===== src/rtl/tsc_pkg.sv =====
package tsc_pkg;
    typedef enum logic [2:0] {
        ST_IDLE     = 3'd0,
        ST_ON_QUAL  = 3'd1,
        ST_LOAD     = 3'd2,
        ST_ACTIVE   = 3'd3,
        ST_OFF_QUAL = 3'd4
    } steer_state_t;
endpackage


===== src/rtl/tsc_guard_timer.sv =====
module tsc_guard_timer #(
    parameter int CNT_W = 16
) (
    input  logic             clk,
    input  logic             rst,
    input  logic             run,
    input  logic [CNT_W-1:0] guard,
    output logic             short_guard,
    output logic             hit
);
    localparam int EXT_W = CNT_W + 1;

    logic [CNT_W-1:0] cnt_q;
    logic [EXT_W-1:0] next_cnt;

    // samples seen so far in the current run; entry into the run already counts one
    assign next_cnt    = {1'b0, cnt_q} + EXT_W'(1);
    assign short_guard = (guard <= CNT_W'(1));
    assign hit         = run && (next_cnt >= {1'b0, guard});

    always_ff @(posedge clk) begin
        if (rst || !run) begin
            cnt_q <= CNT_W'(1);
        end else begin
            cnt_q <= next_cnt[CNT_W-1:0];
        end
    end


    restart_after_stop_chk: assert property (@(posedge clk) disable iff (rst)
        !run |=> (cnt_q == CNT_W'(1)));
endmodule


===== src/rtl/tsc_fsm.sv =====
module tsc_fsm
    import tsc_pkg::*;
(
    input  logic clk,
    input  logic rst,
    input  logic est,
    input  logic on_short,
    input  logic on_hit,
    input  logic off_short,
    input  logic off_hit,
    output logic on_run,
    output logic off_run,
    output logic load_en,
    output logic flag
);
    steer_state_t state_q, state_d;

    always_ff @(posedge clk) begin
        if (rst) begin
            state_q <= ST_IDLE;
        end else begin
            state_q <= state_d;
        end
    end

    always_comb begin
        state_d = state_q;
        load_en = 1'b0;
        unique case (state_q)
            ST_IDLE: begin
                if (est) begin
                    if (on_short) begin
                        state_d = ST_LOAD;
                        load_en = 1'b1;
                    end else begin
                        state_d = ST_ON_QUAL;
                    end
                end
            end
            ST_ON_QUAL: begin
                if (!est) begin
                    state_d = ST_IDLE;
                end else if (on_hit) begin
                    state_d = ST_LOAD;
                    load_en = 1'b1;
                end
            end
            ST_LOAD: begin
                state_d = ST_ACTIVE;
            end
            ST_ACTIVE: begin
                if (!est) begin
                    state_d = off_short ? ST_IDLE : ST_OFF_QUAL;
                end
            end
            ST_OFF_QUAL: begin
                if (est) begin
                    state_d = ST_ACTIVE;
                end else if (off_hit) begin
                    state_d = ST_IDLE;
                end
            end
            default: begin
                state_d = ST_IDLE;
            end
        endcase
    end

    always_comb begin
        on_run  = (state_q == ST_ON_QUAL);
        off_run = (state_q == ST_OFF_QUAL);
        flag    = (state_q == ST_ACTIVE) || (state_q == ST_OFF_QUAL);
    end


    flag_after_load_chk: assert property (@(posedge clk) disable iff (rst)
        load_en |=> (!flag ##1 flag));


    on_abort_chk: assert property (@(posedge clk) disable iff (rst)
        (on_run && !est) |=> (state_q == ST_IDLE));


    off_bridge_chk: assert property (@(posedge clk) disable iff (rst)
        (off_run && est) |=> flag);
endmodule


===== src/rtl/tsc_code_latch.sv =====
module tsc_code_latch #(
    parameter int CODE_W = 4
) (
    input  logic              clk,
    input  logic              rst,
    input  logic              load_en,
    input  logic [CODE_W-1:0] digit,
    output logic [CODE_W-1:0] code
);
    always_ff @(posedge clk) begin
        if (rst) begin
            code <= '0;
        end else if (load_en) begin
            code <= digit;
        end
    end


    load_only_chk: assert property (@(posedge clk) disable iff (rst)
        !load_en |=> $stable(code));
endmodule


===== src/rtl/tone_steer_ctrl.sv =====
module tone_steer_ctrl #(
    parameter int CODE_W  = 4,
    parameter int GUARD_W = 16
) (
    input  logic               clk,
    input  logic               rst,
    input  logic               early_steer_i,
    input  logic [CODE_W-1:0]  digit_i,
    input  logic [GUARD_W-1:0] guard_on_i,
    input  logic [GUARD_W-1:0] guard_off_i,
    input  logic               oe_i,
    output logic               dly_steer_o,
    output logic [CODE_W-1:0]  code_o,
    output logic               code_oe_o
);
    logic on_run, off_run, on_short, off_short, on_hit, off_hit, load_en;

    tsc_guard_timer #(.CNT_W(GUARD_W)) u_on_timer (
        .clk(clk), .rst(rst), .run(on_run), .guard(guard_on_i),
        .short_guard(on_short), .hit(on_hit)
    );

    tsc_guard_timer #(.CNT_W(GUARD_W)) u_off_timer (
        .clk(clk), .rst(rst), .run(off_run), .guard(guard_off_i),
        .short_guard(off_short), .hit(off_hit)
    );

    tsc_fsm u_fsm (
        .clk(clk), .rst(rst), .est(early_steer_i),
        .on_short(on_short), .on_hit(on_hit),
        .off_short(off_short), .off_hit(off_hit),
        .on_run(on_run), .off_run(off_run),
        .load_en(load_en), .flag(dly_steer_o)
    );

    tsc_code_latch #(.CODE_W(CODE_W)) u_latch (
        .clk(clk), .rst(rst), .load_en(load_en),
        .digit(digit_i), .code(code_o)
    );

    assign code_oe_o = oe_i;


    code_hold_on_end_chk: assert property (@(posedge clk) disable iff (rst)
        $fell(dly_steer_o) |-> $stable(code_o));


    reset_state_chk: assert property (@(posedge clk)
        rst |=> (!dly_steer_o && (code_o == '0)));
endmodule


===== config.mk =====
export PLATFORM = sky130hd
export DESIGN_NAME = tone_steer_ctrl
export DESIGN_NICKNAME = d
export VERILOG_FILES = /design/src/rtl/tsc_pkg.sv /design/src/rtl/tsc_guard_timer.sv /design/src/rtl/tsc_fsm.sv /design/src/rtl/tsc_code_latch.sv /design/src/rtl/tone_steer_ctrl.sv
export SDC_FILE = /design/constraint.sdc
export NUM_CORES = 1
export LEC_CHECK = 0
export BUFFER_PORTS_ARGS = -buffer_cell sky130_fd_sc_hd__buf_2
export CORE_MARGIN = 2
export CORE_UTILIZATION = 31
export CTS_CLUSTER_SIZE = 40
export DETAILED_ROUTE_END_ITERATION = 12
export PLACE_DENSITY_LB_ADDON = 0.3
export SLEW_MARGIN = 15
export SYNTH_ARGS = -nofsm -noshare
export SYNTH_HDL_FRONTEND = slang
export SYNTH_SLANG_ARGS = --single-unit

===== constraint.sdc =====
create_clock -name clk -period 5.5 [get_ports clk]
set_input_delay 1.65 -clock clk [delete_from_list [all_inputs] [get_ports clk]]
set_output_delay 1.65 -clock clk [all_outputs]
set_load 0.01 [all_outputs]

---- After elaboration in Yosys (flattened, before gate mapping) ----
Index checks and enable logic that the tools add are counted.
storage, ports and cells
  word-level logic and storage cells ...... 41
  input port bits ......................... 40
  register bits ........................... 39
cells by class
  add/subtract/negate cells ............... 2
  reduce and logical (&&, ||, !) cells .... 9
  equality and inequality tests ........... 8
  muxes and demuxes ....................... 14
  magnitude comparators ................... 4
operators with widths
  kind                     number
  $add A16 B1 Y17 const B  2
  $ge A17 B16 Y1           2
  $le A16 B1 Y1 const B    2
  $mux W3                  7
  $pmux W3 S5              1
  $eq A3 B2 Y1 const B     2
  $ne A3 B3 Y1 const B     2
  $mux W1                  4
  $ne A2 B2 Y1 const B     2
  $reduce_and A4 Y1        1
  $eq A3 B1 Y1 const B     1
  $eq A3 B3 Y1 const B     1
  $logic_not A3 Y1         1
  $logic_or A1 B1 Y1       3
  $logic_and A1 B1 Y1      2
  $logic_not A1 Y1         2
  $mux W2                  1
  $pmux W1 S2              1

---- Depth between registers and ports, before layout ----
Gate-level depths: netlist of run 1.
  depth after elaboration ................. 6
  depth in mapped cells ................... 12
  mapped depth without buffers ............ 12

---- Hierarchy ----
From an unflattened synthesis of run 1, not the netlist that was laid out.
unflattened totals
  cells, all modules ...................... 313
  area total of the unflattened synthesis .. 2722.6 um2
modules (own cells, without submodules)
  module                         area each (um2)  sequential area each (um2)  cells each  times used
  tsc_guard_timer (u_on_timer)   1162.4           320.3                       133         1
  tsc_guard_timer (u_off_timer)  1134.8           320.3                       132         1
  tsc_fsm                        277.8            60.1                        34          1
  tsc_code_latch                 140.1            80.1                        13          1
  tone_steer_ctrl                7.5              0.0                         1           1

---- Least setup slack after synthesis of run 1 ----
No wires, ideal clock.
  path type ............................... input to output
  start point ............................. input oe_i
  end point ............................... output code_oe_o
  path buffers ............................ 1
  data arrival time ....................... 1.769 ns
  path slack .............................. 2.081 ns
  cell stages on the path ................. 1
  data required time ...................... 3.850 ns
  cell sequence ........................... buf_4
RTL lines
  item         RTL line               RTL
  from (decl)  tone_steer_ctrl.sv:11  input logic oe_i,
  to (decl)    tone_steer_ctrl.sv:14  output logic code_oe_o
No word-level cell between the ends.

---- Worst setup path after layout of run 1 ----
  start point ............................. input guard_on_i[2]
  end point ............................... register u_latch.code[1]
on the way
  longest elaborated chain between the ends .. 5
  elaborated cells between the ends (all ways) .. 8
ends and longest elaborated chain
  item                  RTL line               RTL
  from (decl)           tone_steer_ctrl.sv:9   input logic [GUARD_W-1:0] guard_on_i,
  $ge A17 B16 Y1        tsc_guard_timer.sv:19  assign hit = run && (next_cnt >= {1'b0, guard});
  $logic_and A1 B1 Y1   tsc_guard_timer.sv:19
  $mux W1               tsc_fsm.sv:43          end else if (on_hit) begin
  $mux W1               tsc_fsm.sv:41          if (!est) begin
  $pmux W1 S2 *         tsc_fsm.sv:29          unique case (state_q)
  to (signal assigned)  tsc_code_latch.sv:14   code <= digit;
  to (decl)             tsc_code_latch.sv:8    output logic [CODE_W-1:0] code
Mark *: on every way between the ends. The rest lies on a longest branch, timed or not.
A chain may end at the register's enable or synchronous reset.

==> run metrics, run 1 <==
Crit Path Category=input port to register; leakage power=~1.4 nW; Adder-Cell Fraction of Synth Area=between 10% and 20%; worst-margin pin slew=~0.75 ns; Slew Limit Fails=0; main combinational cell family by area after synthesis=simple AND/OR/NAND/NOR gates; core area=approximately 0.0082 mm^2; Post-CTS Setup Repair Bufs=0; H-tree Lvls=2; die height=96.2 um; Yosys warning total=0; maximum vdd drop=roughly 0.14 mV; f_max=~300 MHz; Port Buffer Count=43; ys flop type=dfxtp_1; Worst EP required=between 5 and 6 ns; ant diodes=0; r2r startpoint=u_on_timer.cnt_q[3]$_SDFF_PP0_; Clock Skew=a little under 0.004 ns; Root Buffer=clkbuf_8; DR DRC count=0; mux cell area share after synthesis=0%; most frequent cells in the layout=buf_2, dfxtp_1, inv_1, ha_1, and2_1; largest net degree at the start of global routing=14; Startpoint Class=input port; fraction of synthesized cell area in xor and xnor cells=roughly a tenth; # resized after CTS=0; setup TNS=0 ns; status=finished clean; number of flops mapped to enable cells by yosys=0; Clock Pin Slew Worst Setup and Hold Paths=0.08 ns; vias in the first global route=2305; Antenna Nets Post-Route=0; GRT Total Usage=13.6%; vias per inst=roughly 4.8; synth-to-layout area growth=16.5%; DR vias=between 2k and 2.5k; routed length per instance=12.5 um; Worst Setup End Kind=register; first-pass iteration count of the detailed router=4; CP startpoint=guard_on_i[2]; clock buffer depth=2; HP Start=u_off_timer.cnt_q[0]$_SDFF_PP1_; DP HPWL=roughly 4.8 mm; DR iter-0 viols=41; Setup Viol. Count Final=0; CTS Buf Count=5; Routed Wire Length=about 5.8 mm; Cell Area, Synth=~0.0026 mm^2; complex-gate fraction of the synthesized area=11.3%; Avg Inst Size Synth=roughly 8.3 um^2; Cells after Synth=around 320; clk_lat worst skew=approximately 0.29 ns; Worst path max stage delay=slightly above 0.7 ns; RSZ-0062 raised after global routing=false; most common cell after layout, fill and taps aside=buf_2; Layout Nets=~440; final core utilization=between 30 and 40%; Synth area leaders=dfxtp_1, ha_1, and2_1, xnor2_1, inv_1; crit path DAT=3.54 ns; Starting Density=between 30% and 40%; GPL Wtd Cong=~0.85; CP max FO=9; CTS tree=yes; Sink Count=39; # IOs=46; Synth top area share=29.6%; Overall Power=0.641 mW; Simple-Gate Fraction of Synth Area=approximately 27%; layout cells sized above 1=16.5%; Max stage delay cell, worst path=a2111oi_0; Die ar.=slightly above 0.009 mm^2; initial antenna violation count=0; register area share after synthesis=29.6%; Synth Net Count=slightly below 400; Worst slew margin=approximately half; area leader, netlist=dfxtp_1; Final Critical Period=3.32 ns; Post-CTS Hold Buffers=0; Die W=about 96 um; CP cell instances=buf_2, inv_1, ha_1, a21oi_1, o21ai_0, a2111oi_0, o211a_4, o21ai_0, a21oi_1; global-route wire length before repair=slightly below 10 mm; PD cells=roughly 210 mW/mm^2; total global routing overflow=0; Final Cycle Share=approximately three fifths; Row Count=33; Hold Fails Final Rpt=0; Cell variety after synth=44; Post-synth ARST share=0%; Max-Cap Viols=0; #FFs+latches synth=39; Hold/Removal Path Class=register to register
[layout make-up]
type / count / area [um^2]
well taps: 105 / 131
clock buffers: 6 / 82.6
fillers: 841 / 5150
flip-flops and latches: 39 / 781
multi-input cells: 236 / 1680
inverters: 38 / 143
clock inverters: 2 / 35.0
repair buffers: 43 / 215
[cells by family (layout without fill, tap and decap cells)]
group / after synthesis / after routing
and+or+nand+nor: 127 / 127
AOI/OAI and AO/OA: 47 / 47
buffers and inverters: 43 / 89
adders and majority gates: 34 / 34
DFF: 39 / 39
xor gates and xnor gates: 28 / 28
[per-stage QoR]
step / std cells / worst slack (ns) / instance area [um^2] / hold WS [ns]
CTS: 469 / 2.18 / 3070 / 0.433
global route: 469 / 1.97 / 3070 / 0.444
floorplan: 318 / 2.08 / 2640 / 0.391
finish: 469 / 2.18 / 3070 / 0.428
global placement: 461 / 1.94 / 2950 / 0.409
detailed placement: 461 / 1.87 / 2950 / 0.412
[power by group]
part / switching (mW) / leakage, nW / internal, mW
logic: 0.0510 / 1.05 / 0.0423
clock network: 0.104 / 0.0612 / 0.147
registers: 0.00812 / 0.315 / 0.289
total: 0.163 / 1.43 / 0.478
[routing by layer]
metal,share of wire (%),up-vias,global-route usage (%)
li1,-,1190,-
met1,48,1014,16.6
met2,47,39,24.4
met3,4.5,2,2.90
met4,0.38,0,2.98
met5,0,-,0
[synth_stat cells (2+ instances only)]
library cell and instances:
dfxtp_1 39, and2_1 24, nand3_1 17, clkbuf_1 3, inv_1 36, o21ai_0 11
nor2_1 15, ha_1 34, nand2_1 20, or3b_2 4, nor3_1 5, nor2b_1 6
xnor2_1 17, a21o_1 3, xor2_1 11, o2111ai_1 2, o21ai_1 2, nand4_1 9
nor4_1 8, or3_1 3, a211oi_1 4, and4_1 4, a21oi_1 17, nand2b_1 3
nand3b_1 2
[sequential cells by signal (all words and copies together), names as in the netlist]
signal / flops
u_off_timer.cnt_q: 16
u_on_timer.cnt_q: 16
u_latch.code: 4
u_fsm.state_q: 3
[path summary, 6_finish.rpt]
path	endpoint	slack, ns	cells after the start
max	u_latch.code[1]$_SDFFE_PP0P_	2.18	9
min	u_off_timer.cnt_q[0]$_SDFF_PP1_	0.43	1
max reg2reg	u_latch.code[1]$_SDFFE_PP0P_	2.38	11
min reg2reg	u_off_timer.cnt_q[0]$_SDFF_PP1_	0.43	1
[critical path: cells and delay by family]
family | cells | cell delay (ns)
AOI/OAI and AO/OA | 6 | 1.47
adders and majority gates | 1 | 0.29
buffers and inverters | 2 | 0.13
No activity file was read; power rests on OpenSTA's default activity.
==> run 2: changes to the inputs <==
clock period = 2.7 ns   (was 5.5 ns; I/O delays follow)
==> run metrics, run 2 (synthesis results as in run 1) <==
most frequent cells in the layout=buf_2, inv_1, ha_1, buf_4, dfxtp_1; reg-to-reg setup timing slack=-0.22 ns (-2.60 ns); Root Buffer=clkbuf_8; Hold Fails Final Rpt=0 (unchanged); failing checks=negative setup slack; Max-Cap Viols=0 (unchanged); Hold/Removal Path Class=register to register; largest net degree at the start of global routing=14 (unchanged); hold endpoint=u_latch.code[3]$_SDFFE_PP0P_; Setup Viol. Count Final=6 (+6); GRT Total Usage=15.1% (+1.4 points); Die ar.=0.00925 mm^2 (unchanged); RSZ-0062 raised after global routing=true; first-pass iteration count of the detailed router=4 (unchanged); most frequent CP cell=nand4_1; R2R cell count=12 (+1); initial antenna violation count=0 (unchanged); CTS tree=yes; Final Cycle Share=108%; leakage power=1.63 nW (+14%); vias in the first global route=2422 (+5.1%); CP cell instances=nand4_1, buf_6, nor3_4, nand4_1, xnor2_2, ha_4, a21o_1, a211o_1, a311oi_4, o211a_4, o21ai_1, a21oi_2; Hold Path Cell Cnt=2 (+1); Post-DP Area=0.00314 mm^2 (+6.5%); Layout Nets=469 (+7.3%); Final WS setup=-0.220 ns (-2.40 ns); Worst slew margin=62.6% (+14 points); crit path DAT=3.14 ns (-0.40 ns); f_max=around 340 MHz; PD cells=356 mW/mm^2 (+71%); HP Start=u_latch.code[3]$_SDFFE_PP0P_; global-route wire length before repair=10.9 mm (+11%); CTS Buf Count=5 (unchanged); clk_lat worst skew=0.29 ns (about the same); Overall Power=1.23 mW (+91%); Worst path max stage delay=0.41 ns (-0.30 ns); total global routing overflow=0 (unchanged); Die W=96.2 um (unchanged); Routed Wire Length=6.37 mm (+9.0%); layout cells sized above 1=29.8% (+13 points); synth-to-layout area growth=30.7%; dpl cells=486 (+5.4%); DP HPWL=4.99 mm (+3.7%); Worst Setup End Kind=register; Row Count=33 (unchanged); routed length per instance=12.7 um (+2.0%); core area=0.00822 mm^2 (unchanged); Final Cell Area=0.00344 mm^2 (+12%); status=complete, but fails checks; r2r startpoint=u_on_timer.cnt_q[9]$_SDFF_PP0_; Starting Density=32.1% (unchanged); # IOs=46 (unchanged); ant diodes=0 (unchanged); GPL Wtd Cong=0.849 (+0.40%); Port Buffer Count=43 (unchanged); Largest regs=u_off_timer.cnt_q x16, u_on_timer.cnt_q x16, u_latch.code x4; clock buffer depth=2 (unchanged); Non-Filler Instances=501 (+6.8%); Clock Skew=0.00651 ns (+0.00259 ns); Final Critical Period=2.92 ns; setup TNS=-1.18 ns (-1.18 ns); Crit Path Category=register to register; final core utilization=41.9% (+4.6 points); Antenna Nets Post-Route=0 (unchanged); DR iter-0 viols=95 (+130%); Startpoint Class=register; maximum vdd drop=0.190 mV (+38%); area occupied by multi-input gates=0.00184 mm^2 (+9.2%); CP max FO=5 (-4); Sink Count=39 (unchanged); worst-margin pin slew=0.557 ns (-0.189 ns); sequential cell area=796 um^2 (+1.9%); DR vias=2406 (+7.2%); final hold slack=0.495 ns (+0.0666 ns); setup slack at placement=-0.274 ns (-2.14 ns); vias per inst=4.80 (+0.33%); Worst EP required=2.92 ns (-2.80 ns); DR DRC count=0 (unchanged); Max stage delay cell, worst path=a311oi_4; most common cell after layout, fill and taps aside=buf_2; Clock Pin Slew Worst Setup and Hold Paths=0.08 ns (about the same); reg2reg end=u_latch.code[2]$_SDFFE_PP0P_; fillers=814 (-3.2%); H-tree Lvls=2 (unchanged); die height=96.2 um (unchanged); Slew Limit Fails=0 (unchanged)
## run 2: cell count changes in the layout (fill, tap and decap cells not counted), sizes merged
cell,previous run,this run
buf,43,74
bufinv,1,0
clkbuf,6,7
o211a,1,2
## run 2: final cells by class
| type | count | share of cell area (%) |
|---|---|---|
| inverters | 38 | 4.14 |
| clock inverters | 1 | 0.145 |
| repair buffers | 74 | 13.2 |
| multi-input cells | 237 | 53.3 |
| flip-flops and latches | 39 | 23.1 |
| clock buffers | 7 | 2.22 |
| well taps | 105 | 3.82 |
## run 2: critical path: cells and delay by family, from the launching register on
kind | cells | cell delay, ns
compound gates | 6 | 1.34
simple gates | 3 | 0.53
flops | 1 | 0.34
fa+ha+maj | 1 | 0.24
xor+xnor | 1 | 0.23
buf+inv | 1 | 0.15
## run 2: power breakdown
group	switching, mW	internal [mW]	total [mW]
registers	0.0180	0.589	0.607
logic	0.120	0.113	0.233
clock network	0.204	0.182	0.386
## run 2: routing by layer
layer | global-route usage [%] | up-vias | share of wire [%]
met5 | 0 | - | 0
met4 | 3.21 | 0 | 0.58
met3 | 2.74 | 4 | 4.1
met2 | 26.1 | 38 | 48
met1 | 19.4 | 1110 | 47
li1 | - | 1254 | -
## run 2: how the worst max path moves through the flow
stage	slack [ns]	startpoint	end
floorplan	0.002	u_on_timer.cnt_q[3]$_SDFF_PP0_	u_latch.code[0]$_SDFFE_PP0P_
global placement	-0.29	u_on_timer.cnt_q[6]$_SDFF_PP0_	u_fsm.state_q[0]$_SDFFE_PP0P_
detailed placement	-0.27	u_on_timer.cnt_q[0]$_SDFF_PP1_	u_latch.code[2]$_SDFFE_PP0P_
CTS	-0.14	u_on_timer.cnt_q[5]$_SDFF_PP0_	u_fsm.state_q[0]$_SDFFE_PP0P_
global route	-0.35	u_on_timer.cnt_q[9]$_SDFF_PP0_	u_fsm.state_q[0]$_SDFFE_PP0P_
finish	-0.22	u_on_timer.cnt_q[9]$_SDFF_PP0_	u_latch.code[2]$_SDFFE_PP0P_
## run 2: what timing repair did
action,in CTS,in global routing
gates cloned,1,0
resized for setup,31,15
setup buffers,4,2
hold buffers,0,0
setup endpoints to repair,6,7
pin swaps,23,9
